File: src/rtl/gpt_pkg.sv
`timescale 1ns/1ps
// Shared constants and types for the timer: bus geometry, register
// offsets and the mode register layout. Assumes a 16-bit data bus.
package gpt_pkg;
    localparam int BUS_W  = 16;
    localparam int ADDR_W = 5;
    localparam int PS_W   = 8;

    localparam logic [ADDR_W-1:0] OFS_MODE = 5'h00;
    localparam logic [ADDR_W-1:0] OFS_CMP  = 5'h04;
    localparam logic [ADDR_W-1:0] OFS_CAP  = 5'h08;
    localparam logic [ADDR_W-1:0] OFS_CNT  = 5'h0C;
    localparam logic [ADDR_W-1:0] OFS_FLAG = 5'h11;

    typedef enum logic [1:0] {
        SRC_OFF = 2'b00,
        SRC_BUS = 2'b01,
        SRC_DIV = 2'b10,
        SRC_EXT = 2'b11
    } src_e;

    typedef enum logic [1:0] {
        EDGE_NONE = 2'b00,
        EDGE_RISE = 2'b01,
        EDGE_FALL = 2'b10,
        EDGE_BOTH = 2'b11
    } edge_e;

    // Mode register, most significant field first (bits 15..0).
    typedef struct packed {
        logic [PS_W-1:0] psc;
        edge_e           cap_edge;
        logic            out_toggle;
        logic            cmp_irq_en;
        logic            restart;
        src_e            src;
        logic            enable;
    } mode_t;
endpackage

File: src/rtl/gpt_regs.sv
`timescale 1ns/1ps
// Register file and bus decode. Holds the mode, compare and flag
// registers, produces the counter-clear strobe and the read mux.
// Assumes CNT_W <= BUS_W; reads are combinational on addr.
module gpt_regs
    import gpt_pkg::*;
#(
    parameter int CNT_W = 16
) (
    input  logic              clk,
    input  logic              rst_n,
    input  logic              wr_en,
    input  logic [ADDR_W-1:0] addr,
    input  logic [BUS_W-1:0]  wdata,
    input  logic [CNT_W-1:0]  cnt_val,
    input  logic [CNT_W-1:0]  cap_val,
    input  logic              cmp_fire,
    input  logic              cap_fire,
    output mode_t             mode_q,
    output logic [CNT_W-1:0]  cmp_q,
    output logic [1:0]        flags_q,
    output logic              cnt_clr,
    output logic [BUS_W-1:0]  rdata
);
    logic       wr_mode;
    logic       wr_cmp;
    logic       wr_flag;
    logic [1:0] clr_mask;

    // Decode write strobes per register.
    always_comb begin
        wr_mode  = wr_en && (addr == OFS_MODE);
        wr_cmp   = wr_en && (addr == OFS_CMP);
        wr_flag  = wr_en && (addr == OFS_FLAG);
        cnt_clr  = wr_en && (addr == OFS_CNT);
        clr_mask = wr_flag ? wdata[1:0] : 2'b00;
    end

    // Mode register.
    always_ff @(posedge clk) begin
        if (!rst_n)       mode_q <= '0;
        else if (wr_mode) mode_q <= mode_t'(wdata);
    end

    // Compare register, resets to all ones.
    always_ff @(posedge clk) begin
        if (!rst_n)      cmp_q <= '1;
        else if (wr_cmp) cmp_q <= wdata[CNT_W-1:0];
    end

    // Event flags: write-one-to-clear, a same-cycle event wins.
    always_ff @(posedge clk) begin
        if (!rst_n)              flags_q <= 2'b00;
        else if (!mode_q.enable) flags_q <= 2'b00;
        else                     flags_q <= (flags_q & ~clr_mask) | {cmp_fire, cap_fire};
    end

    // Read mux, unmapped offsets return zero.
    always_comb begin
        unique case (addr)
            OFS_MODE: rdata = mode_q;
            OFS_CMP:  rdata = BUS_W'(cmp_q);
            OFS_CAP:  rdata = BUS_W'(cap_val);
            OFS_CNT:  rdata = BUS_W'(cnt_val);
            OFS_FLAG: rdata = {{(BUS_W-2){1'b0}}, flags_q};
            default:  rdata = '0;
        endcase
    end
endmodule

File: src/rtl/gpt_tick.sv
`timescale 1ns/1ps
// Count-tick generator: selects the source (off, bus clock, bus clock
// divided by 2**DIV_LOG2, synchronized external rising edge) and runs
// the prescaler. Assumes ext_clk levels last at least SYNC_STAGES+1
// clocks. All phase state is cleared while disabled or on cnt_clr.
module gpt_tick
    import gpt_pkg::*;
#(
    parameter int DIV_LOG2    = 4,
    parameter int SYNC_STAGES = 2
) (
    input  logic            clk,
    input  logic            rst_n,
    input  logic            enable,
    input  logic            cnt_clr,
    input  src_e            src,
    input  logic [PS_W-1:0] psc_lim,
    input  logic            ext_clk,
    output logic            cnt_tick
);
    logic [SYNC_STAGES:0] ext_sr;
    logic                 ext_rise;
    logic                 div_tick;
    logic                 src_tick;
    logic [PS_W-1:0]      psc_q;

    // External clock synchronizer plus one history stage.
    always_ff @(posedge clk) begin
        if (!rst_n) ext_sr <= '0;
        else        ext_sr <= {ext_sr[SYNC_STAGES-1:0], ext_clk};
    end

    assign ext_rise = ext_sr[SYNC_STAGES-1] & ~ext_sr[SYNC_STAGES];

    generate
        if (DIV_LOG2 > 0) begin : g_div
            logic [DIV_LOG2-1:0] div_q;
            // Free-running fixed divider, phase cleared with the counter.
            always_ff @(posedge clk) begin
                if (!rst_n)                 div_q <= '0;
                else if (!enable || cnt_clr) div_q <= '0;
                else                        div_q <= div_q + 1'b1;
            end
            assign div_tick = &div_q;
        end else begin : g_nodiv
            assign div_tick = 1'b1;
        end
    endgenerate

    // Source selection.
    always_comb begin
        unique case (src)
            SRC_OFF: src_tick = 1'b0;
            SRC_BUS: src_tick = 1'b1;
            SRC_DIV: src_tick = div_tick;
            SRC_EXT: src_tick = ext_rise;
            default: src_tick = 1'b0;
        endcase
    end

    assign cnt_tick = enable && !cnt_clr && src_tick && (psc_q == psc_lim);

    // Prescaler: counts source ticks 0..psc_lim.
    always_ff @(posedge clk) begin
        if (!rst_n)                  psc_q <= '0;
        else if (!enable || cnt_clr) psc_q <= '0;
        else if (src_tick)           psc_q <= (psc_q == psc_lim) ? '0 : psc_q + 1'b1;
    end
endmodule

File: src/rtl/gpt_count.sv
`timescale 1ns/1ps
// Up-counter with compare, optional restart and the timer output.
// Assumes cnt_tick is already gated by enable; a counter write
// suppresses any match on the same edge.
module gpt_count #(
    parameter int CNT_W = 16
) (
    input  logic             clk,
    input  logic             rst_n,
    input  logic             enable,
    input  logic             restart,
    input  logic             out_toggle,
    input  logic             cnt_clr,
    input  logic             cnt_tick,
    input  logic [CNT_W-1:0] cmp_val,
    output logic [CNT_W-1:0] cnt_q,
    output logic             cmp_fire,
    output logic             tmr_out
);
    logic [CNT_W-1:0] cnt_nxt;

    // Next count and match detection.
    always_comb begin
        cnt_nxt  = (restart && (cnt_q == cmp_val)) ? '0 : cnt_q + 1'b1;
        cmp_fire = enable && cnt_tick && !cnt_clr && (cnt_nxt == cmp_val);
    end

    // Counter register.
    always_ff @(posedge clk) begin
        if (!rst_n)                  cnt_q <= '0;
        else if (!enable || cnt_clr) cnt_q <= '0;
        else if (cnt_tick)           cnt_q <= cnt_nxt;
    end

    // Output: one-cycle low pulse or toggle on each match.
    always_ff @(posedge clk) begin
        if (!rst_n)          tmr_out <= 1'b1;
        else if (!enable)    tmr_out <= 1'b1;
        else if (cmp_fire)   tmr_out <= out_toggle ? ~tmr_out : 1'b0;
        else if (!out_toggle) tmr_out <= 1'b1;
    end
endmodule

File: src/rtl/gpt_capture.sv
`timescale 1ns/1ps
// Capture path: synchronizes cap_in, detects the selected edge and
// latches the count. Assumes cap_in levels last at least
// SYNC_STAGES+1 clocks. The capture register keeps its value while
// the timer is disabled.
module gpt_capture
    import gpt_pkg::*;
#(
    parameter int CNT_W       = 16,
    parameter int SYNC_STAGES = 2
) (
    input  logic             clk,
    input  logic             rst_n,
    input  logic             enable,
    input  edge_e            cap_edge,
    input  logic             cap_in,
    input  logic [CNT_W-1:0] cnt_val,
    output logic [CNT_W-1:0] cap_q,
    output logic             cap_fire
);
    logic [SYNC_STAGES:0] cap_sr;
    logic                 rise;
    logic                 fall;
    logic                 hit;

    // Synchronizer plus one history stage.
    always_ff @(posedge clk) begin
        if (!rst_n) cap_sr <= '0;
        else        cap_sr <= {cap_sr[SYNC_STAGES-1:0], cap_in};
    end

    // Edge selection.
    always_comb begin
        rise = cap_sr[SYNC_STAGES-1] & ~cap_sr[SYNC_STAGES];
        fall = ~cap_sr[SYNC_STAGES-1] & cap_sr[SYNC_STAGES];
        unique case (cap_edge)
            EDGE_NONE: hit = 1'b0;
            EDGE_RISE: hit = rise;
            EDGE_FALL: hit = fall;
            EDGE_BOTH: hit = rise | fall;
            default:   hit = 1'b0;
        endcase
        cap_fire = enable && hit;
    end

    // Capture register.
    always_ff @(posedge clk) begin
        if (!rst_n)        cap_q <= '0;
        else if (cap_fire) cap_q <= cnt_val;
    end
endmodule

File: src/rtl/gp_timer.sv
`timescale 1ns/1ps
// Timer top: wires the register file, tick generator, counter and
// capture path, and forms the interrupt from flags and enables.
// Assumes a single synchronous clock domain for the bus.
module gp_timer
    import gpt_pkg::*;
#(
    parameter int CNT_W       = 16,
    parameter int DIV_LOG2    = 4,
    parameter int SYNC_STAGES = 2
) (
    input  logic              clk,
    input  logic              rst_n,
    input  logic              wr_en,
    input  logic [ADDR_W-1:0] addr,
    input  logic [BUS_W-1:0]  wdata,
    output logic [BUS_W-1:0]  rdata,
    input  logic              ext_clk,
    input  logic              cap_in,
    output logic              tmr_out,
    output logic              irq
);
    mode_t            mode_q;
    logic [CNT_W-1:0] cmp_q;
    logic [CNT_W-1:0] cnt_q;
    logic [CNT_W-1:0] cap_q;
    logic [1:0]       flags_q;
    logic             cnt_clr;
    logic             cnt_tick;
    logic             cmp_fire;
    logic             cap_fire;
    logic             tmr_en;
    logic [1:0]       cap_mode;

    assign tmr_en   = mode_q.enable;
    assign cap_mode = mode_q.cap_edge;

    gpt_regs #(.CNT_W(CNT_W)) u_regs (
        .clk(clk), .rst_n(rst_n), .wr_en(wr_en), .addr(addr), .wdata(wdata),
        .cnt_val(cnt_q), .cap_val(cap_q), .cmp_fire(cmp_fire), .cap_fire(cap_fire),
        .mode_q(mode_q), .cmp_q(cmp_q), .flags_q(flags_q), .cnt_clr(cnt_clr),
        .rdata(rdata)
    );

    gpt_tick #(.DIV_LOG2(DIV_LOG2), .SYNC_STAGES(SYNC_STAGES)) u_tick (
        .clk(clk), .rst_n(rst_n), .enable(tmr_en), .cnt_clr(cnt_clr),
        .src(mode_q.src), .psc_lim(mode_q.psc), .ext_clk(ext_clk),
        .cnt_tick(cnt_tick)
    );

    gpt_count #(.CNT_W(CNT_W)) u_count (
        .clk(clk), .rst_n(rst_n), .enable(tmr_en), .restart(mode_q.restart),
        .out_toggle(mode_q.out_toggle), .cnt_clr(cnt_clr), .cnt_tick(cnt_tick),
        .cmp_val(cmp_q), .cnt_q(cnt_q), .cmp_fire(cmp_fire), .tmr_out(tmr_out)
    );

    gpt_capture #(.CNT_W(CNT_W), .SYNC_STAGES(SYNC_STAGES)) u_cap (
        .clk(clk), .rst_n(rst_n), .enable(tmr_en), .cap_edge(mode_q.cap_edge),
        .cap_in(cap_in), .cnt_val(cnt_q), .cap_q(cap_q), .cap_fire(cap_fire)
    );

    // Interrupt request from enabled flags.
    always_comb begin
        irq = (flags_q[1] & mode_q.cmp_irq_en) | (flags_q[0] & (cap_mode != 2'b00));
    end
endmodule

File: config.mk
export PLATFORM = sky130hd
export DESIGN_NAME = gp_timer
export DESIGN_NICKNAME = d
export VERILOG_FILES = /design/src/rtl/gpt_pkg.sv /design/src/rtl/gpt_regs.sv /design/src/rtl/gpt_tick.sv /design/src/rtl/gpt_count.sv /design/src/rtl/gpt_capture.sv /design/src/rtl/gp_timer.sv
export SDC_FILE = /design/constraint.sdc
export NUM_CORES = 1
export LEC_CHECK = 0
export BUFFER_PORTS_ARGS = -buffer_cell sky130_fd_sc_hd__buf_4
export CAP_MARGIN = 20
export CORE_ASPECT_RATIO = 0.9
export CORE_MARGIN = 10
export CORE_UTILIZATION = 30
export DETAILED_ROUTE_END_ITERATION = 7
export HOLD_SLACK_MARGIN = 0.02
export SLEW_MARGIN = 25
export SYNTH_ARGS = -nofsm -noshare
export SYNTH_HDL_FRONTEND = slang
export SYNTH_SLANG_ARGS = --single-unit
File: constraint.sdc
create_clock -name clk -period 2.71 [get_ports clk]
set_input_delay 0.542 -clock clk [delete_from_list [all_inputs] [get_ports clk]]
set_output_delay 0.542 -clock clk [all_outputs]
set_load 0.03 [all_outputs]
Word-level counts from Yosys, hierarchy flattened. Index checks and enable logic that the tools add are counted.

Bits in registers: 85. Bits of input ports: 26. Output and inout port bits: 18. Word-level logic and storage cells: 79.

Add/subtract/negate cells: 3. Equality and inequality tests: 14. Mux-type cells: 9. Bitwise gates (word level): 15. Reduce and logical (&&, ||, !) cells: 22.

Operators by type and width (count): 16-bit case mux with 5 select lines (1); 16-bit == test (2); 16-bit by 1-bit adder with 16-bit output (second input constant) (1); 16-bit 2-to-1 mux (1); 1-bit logical AND (12); 5-bit by 4-bit == test with 1-bit output (second input constant) (2); 8-bit by 1-bit adder with 8-bit output (second input constant) (1); 2-bit == test (second input constant) (4); 8-bit == test (1); 8-bit 2-to-1 mux (1); 1-bit case mux with 4 select lines (2); 1-bit AND (5); 5-bit by 3-bit == test with 1-bit output (second input constant) (1); 5-bit == test (second input constant) (1); 5-bit zero test (1); 1-bit inverter (5); 4-bit by 1-bit adder with 4-bit output (second input constant) (1); 2-bit by 1-bit == test with 1-bit output (second input constant) (2); 2-bit zero test (2); 4-bit AND reduction (1); 1-bit 2-to-1 mux (3); 2-bit AND (1); 1-bit zero test (2); 2-bit 2-to-1 mux (1); 8 further kinds (9).

Logic depth before layout (Yosys ltp).
Depth after elaboration: 10. Depth in mapped cells: 10. Gate-level depth less buffers: 9.

By module. From an unflattened synthesis, not the netlist that was laid out.

Cell total of the unflattened synthesis: 644. Area total of the unflattened synthesis: 5450.2 um2.

Modules (own cells, without submodules): gpt_regs (instances 1, cells an instance 256, area each 2113.3 um2, seq. area each 680.7 um2); gpt_count (instances 1, cells an instance 223, area each 1803.0 um2, seq. area each 340.3 um2); gpt_capture (instances 1, cells an instance 85, area each 802.0 um2, seq. area each 380.4 um2); gpt_tick (instances 1, cells an instance 77, area each 719.4 um2, seq. area each 300.3 um2); gp_timer (instances 1, cells an instance 3, area each 12.5 um2, seq. area each 0.0 um2).

Worst setup path before layout. Ideal clock, no wire load.

Path kind: input port to output port. Start: input addr[2]. End: output rdata[10]. Arrival time: 2230 ps. Data required time: 2168 ps. Setup slack: -62 ps. Stages: 4. Path buffers: 2. Cells stage by stage: buf_1 -> buf_1 -> mux2i_1 -> o21ai_0.

Cells in the longest elaborated chain, start to end: 2. Elaborated cells between the ends (all ways): 6. Those cells by class: eq/ne: 4; mux: 1; reduce/logical: 1.

RTL lines: start, declared (RTL line gp_timer.sv:15) `input logic [ADDR_W-1:0] addr,`; 5-bit == test (tied with other cells) (RTL line gpt_regs.sv:60) `unique case (addr)`; 16-bit case mux with 5 select lines * (RTL line gpt_regs.sv:60); end, declared (RTL line gp_timer.sv:17) `output logic [BUS_W-1:0] rdata,`.

Every way passes the cells marked *; elsewhere a longest branch is shown, timed or not.

Worst setup path after layout.
Start: register u_count.cnt_q[1]. End: register u_count.tmr_out.

Cells in the longest elaborated chain, start to end: 6. Elaborated cells between the ends (all ways): 8. Those cells by class: add/sub: 1; eq/ne: 3; mux: 2; reduce/logical: 2.

RTL lines: start, declared (RTL line gpt_count.sv:16) `output logic [CNT_W-1:0] cnt_q,`; start signal, assigned (RTL line gpt_count.sv:32) `else if (cnt_tick) cnt_q <= cnt_nxt;`; branches (longest 2 deep; another with 16-bit by 1-bit adder with 16-bit output); 16-bit 2-to-1 mux * (RTL line gpt_count.sv:24) `cnt_nxt = (restart && (cnt_q == cmp_val)) ? '0 : cnt_q + 1'b1;`; 16-bit == test * (RTL line gpt_count.sv:25) `cmp_fire = enable && cnt_tick && !cnt_clr && (cnt_nxt == cmp_val);`; 1-bit logical AND * (RTL line gpt_count.sv:25); 2-bit by 1-bit inequality test with 1-bit output (no line) / 1-bit 2-to-1 mux (equally long branches); end signal, assigned (RTL line gpt_count.sv:39) `else if (cmp_fire) tmr_out <= out_toggle ? ~tmr_out : 1'b0;`; end, declared (RTL line gpt_count.sv:18) `output logic tmr_out`.

Every way passes the cells marked *. A chain may end at the register's enable or synchronous reset.

==> metrics.log <==
INFO  metric floorplan.initialDensity = 31.1%
INFO  metric setup_viol = 0
INFO  metric cp-start-kind = flip-flop
INFO  metric detail_route.iter0.violations = 320
INFO  metric number_of_clock_sinks = 85
INFO  metric ir_worst_vdd = 0.281 mV
INFO  metric synth_enable_flop_cells = 0
INFO  metric dr.pass1.iters = 5
INFO  metric die_h = 141 um
INFO  metric synth_area_leaders = sky130_fd_sc_hd__dfxtp_1 35%, sky130_fd_sc_hd__mux2i_1 7.4%, sky130_fd_sc_hd__nand2_1 6.7%
INFO  metric holdPathStages = 2
INFO  metric min_period = 2.59 ns
INFO  metric hold_removal_path_class = in2reg
INFO  metric max_cap_violations = 0
INFO  metric reg2reg_depth = 9
INFO  metric route.vias.total = 4548
INFO  metric cp-end-kind = flip-flop
INFO  metric syn-num-nets = 624
INFO  metric final.setup.worst_slack = 0.119 ns
INFO  metric fin_worst_skew = 0.00504 ns
INFO  metric share_of_flip_flops_with_an_asynchronous_set_or_reset = 0%
INFO  metric yosys_most_used_dff = sky130_fd_sc_hd__dfxtp_1
INFO  metric p_leak = 2.24 nW
INFO  metric area_taken_by_multi_input_logic_gates = 0.00292 sq mm
INFO  metric later_pin_clock_latency_in_the_skew_report = 0.34 ns
INFO  metric dieArea = 0.0216 sq mm
INFO  metric timing.critical_path.required = 2.93 ns
INFO  metric place_hpwl = 12.5 mm
INFO  metric grt_pass1_vias = 4451
INFO  metric synth-seq-cells = 85
INFO  metric outcome = complete, no violations
INFO  metric clock_tree.buffer_depth = 2
INFO  metric final.fill_count = 1630
INFO  metric post_synth.cell_area_avg = 8.17 sq um
INFO  metric insertedDiodeCount = 0
INFO  metric cts_inserted_buffers = 9
INFO  metric relSlewSlack = 56.7%
INFO  metric num_rows = 43
INFO  metric core-area = 0.0156 sq mm
INFO  metric fin_hold_ws = 0.410 ns
INFO  metric fin_setup_tns = 0 ns
INFO  metric regArea = 0.00170 sq mm
INFO  metric clkSlewWorstSetupHoldPaths = 0.06 ns
INFO  metric fp.dieW = 154 um
INFO  metric criticalPathCategory = reg2reg
INFO  metric synthesis.yosys.warnings = 0
INFO  metric cts_tree = done
INFO  metric detailedPlace.worstSlack = -0.0218 ns
INFO  metric drive_above_1_share = 21.3%
INFO  metric first_pass_grt_wire_length = 25.1 mm
INFO  metric design.final.nets = 694
INFO  metric critical_path.max_fanout = 8
INFO  metric antenna_violating_nets_post_route = 0
INFO  metric max_freq = 386 MHz
INFO  metric power_density = 456 mW/mm^2
INFO  metric cts.root.buffer_cell = sky130_fd_sc_hd__clkbuf_16
INFO  metric areaGrowthSynthToFinish = 24.1%
INFO  metric track_usage = 14.5%
INFO  metric drcViolationCount = 0
INFO  metric viasPerCell = 5.23
INFO  metric cts_hold_buffers = 0
INFO  metric synth_seq_area_share = 35.1%
INFO  metric gp_congestion = 0.962
INFO  metric cts.htree.levels = 3
INFO  metric yosys.cell_types.count = 59
INFO  metric grt_overflow = 0
INFO  metric cells_after_synth = 593
INFO  metric grt_max_degree = 55
INFO  metric io_buffers = 43
INFO  metric report.final.hold_viol_count = 0
INFO  metric synth_top_cell_by_area = sky130_fd_sc_hd__dfxtp_1
INFO  metric grt_setup_unrepaired = false
INFO  metric critPathArrivalTime = 2.81 ns
INFO  metric post_drt_wl_per_cell = 18.5 um
INFO  metric routed_wl = 16.0 mm
INFO  metric floorplan.io_pins = 44
INFO  metric synthDominantCellAreaShare = 35.1%
INFO  metric antenna_found_initial = 0
INFO  metric finalMaxSlewViolations = 0
INFO  metric worst-slew-pin-transition = 0.649 ns
INFO  metric synth_area = 0.00484 sq mm
INFO  metric timing.final.crit_share = 95.6%
## area by class of cell
class / count / share of cell area [%]
multi-input combinational: 453 / 48.6
clock inverter: 5 / 1.44
inverter: 10 / 0.624
tap: 202 / 4.20
clock buffer: 10 / 3.81
timing repair buffer: 104 / 13.0
sequential: 85 / 28.4
## synthesized netlist by cell type (2+ instances only)
cell type / count
sky130_fd_sc_hd__inv_1: 10
sky130_fd_sc_hd__xnor2_1: 17
sky130_fd_sc_hd__buf_1: 2
sky130_fd_sc_hd__a21o_1: 2
sky130_fd_sc_hd__nor2_1: 44
sky130_fd_sc_hd__xor2_1: 29
sky130_fd_sc_hd__nand4_1: 12
sky130_fd_sc_hd__buf_2: 7
sky130_fd_sc_hd__and4_1: 2
sky130_fd_sc_hd__nor2b_1: 20
sky130_fd_sc_hd__nor4_1: 13
sky130_fd_sc_hd__nand3b_1: 8
sky130_fd_sc_hd__nor3_1: 5
sky130_fd_sc_hd__nand3_1: 22
sky130_fd_sc_hd__nand2_2: 2
sky130_fd_sc_hd__dfxtp_1: 85
sky130_fd_sc_hd__buf_4: 8
sky130_fd_sc_hd__ha_1: 5
sky130_fd_sc_hd__a21oi_1: 23
sky130_fd_sc_hd__o211ai_1: 2
sky130_fd_sc_hd__clkbuf_1: 26
sky130_fd_sc_hd__a22oi_1: 17
sky130_fd_sc_hd__or2_2: 2
sky130_fd_sc_hd__nand2_1: 87
sky130_fd_sc_hd__o21ai_1: 3
sky130_fd_sc_hd__a21boi_0: 16
sky130_fd_sc_hd__nand3_2: 3
sky130_fd_sc_hd__nor4_2: 2
sky130_fd_sc_hd__and3_1: 5
sky130_fd_sc_hd__a221o_1: 2
sky130_fd_sc_hd__nand2b_1: 2
sky130_fd_sc_hd__o21ai_0: 31
sky130_fd_sc_hd__o22ai_1: 2
sky130_fd_sc_hd__and2_1: 9
sky130_fd_sc_hd__or4_1: 2
sky130_fd_sc_hd__nor3b_1: 3
sky130_fd_sc_hd__or3_1: 6
sky130_fd_sc_hd__mux2i_1: 36
## critical path, stage by stage (launching register included)
cell	delay, ns
sky130_fd_sc_hd__dfxtp_2	0.34
sky130_fd_sc_hd__buf_4	0.17
sky130_fd_sc_hd__xor2_1	0.21
sky130_fd_sc_hd__or3_1	0.43
sky130_fd_sc_hd__nor4_4	0.49
sky130_fd_sc_hd__buf_4	0.22
sky130_fd_sc_hd__nor2_1	0.05
sky130_fd_sc_hd__o32ai_2	0.26
sky130_fd_sc_hd__o211ai_2	0.16
sky130_fd_sc_hd__mux2i_1	0.14
## routing by layer
layer  track usage (%)  routed length (um)  part of all wire, %
met5                 0                   0                    0
met3              3.21                 864                  5.4
met4              4.62                 330                  2.1
met1              20.6                8080                   50
met2              20.9                6770                   42
## path summary, 6_finish.rpt
path | start | to | slack, ns
setup / recovery | u_count.cnt_q[1] | u_count.tmr_out | 0.12
hold / removal | ext_clk | u_tick.ext_sr[0] | 0.41
setup reg to reg | u_count.cnt_q[1] | u_count.tmr_out | 0.12
hold reg to reg | u_tick.ext_sr[0] | u_tick.ext_sr[1] | 0.43
## sequential cells by signal, indices dropped and copies added (netlist names)
register and flops:
u_regs.cmp_q 16, u_cap.cap_sr 3, u_count.tmr_out 1, u_count.cnt_q 16, u_tick.g_div.div_q 4, u_regs.flags_q 2
u_cap.cap_q 16, u_regs.mode_q 16, u_tick.psc_q 8, u_tick.ext_sr 3
## placed cells by master (no fill, tap or decap), drive strengths merged, types with 3 or more instances in the layout
cell type,n
nand2,89
nor3,6
nand3b,8
nor2b,20
and2,9
nor2,44
nand4,12
and3,6
ha,5
mux2i,36
a21oi,23
nand3,25
or3,6
xnor2,18
o211ai,3
or2,3
xor2,30
dfxtp,85
o21ai,34
a21boi,16
nor3b,3
nor4,16
buf,104
a22oi,17
inv,10
clkbuf,10
clkinv,3
## stage by stage
stage,util (%),total power [mW],std cells,area (sq um)
2_1_floorplan,-,1.36,593,4860
5_1_grt,38.5,2.83,869,6010
4_1_cts,38.3,2.77,867,5980
3_3_place_gp,36.3,1.44,852,5660
3_5_place_dp,36.3,1.44,852,5660
6_report,38.5,2.74,869,6010
## cell families after synthesis
group                      count (synthesis)  synth area share, %
DFF                                       85                 35.1
buffers and inverters                     55                 5.24
AOI/OAI and AO/OA                        107                 14.4
muxes                                     36                 7.44
adders and majority gates                  5                 1.29
xor gates and xnor gates                  48                 8.99
and+or+nand+nor                          257                 27.5
## where the power goes
group	switching (mW)	internal, mW	total, mW	leakage, nW
Sequential	0.00636	1.26	1.26	0.688
Combinational	0.0853	0.0660	0.151	1.40
Clock	0.518	0.808	1.33	0.153
## what timing repair did
item	CTS	global route
gates cloned	0	0
gates resized for setup	2	3
pin swaps	0	2
setup endpoints to repair	2	2
endpoints found under the hold margin	0	0
setup buffers	0	2
Note: power is estimated with default switching activity, not from simulation.
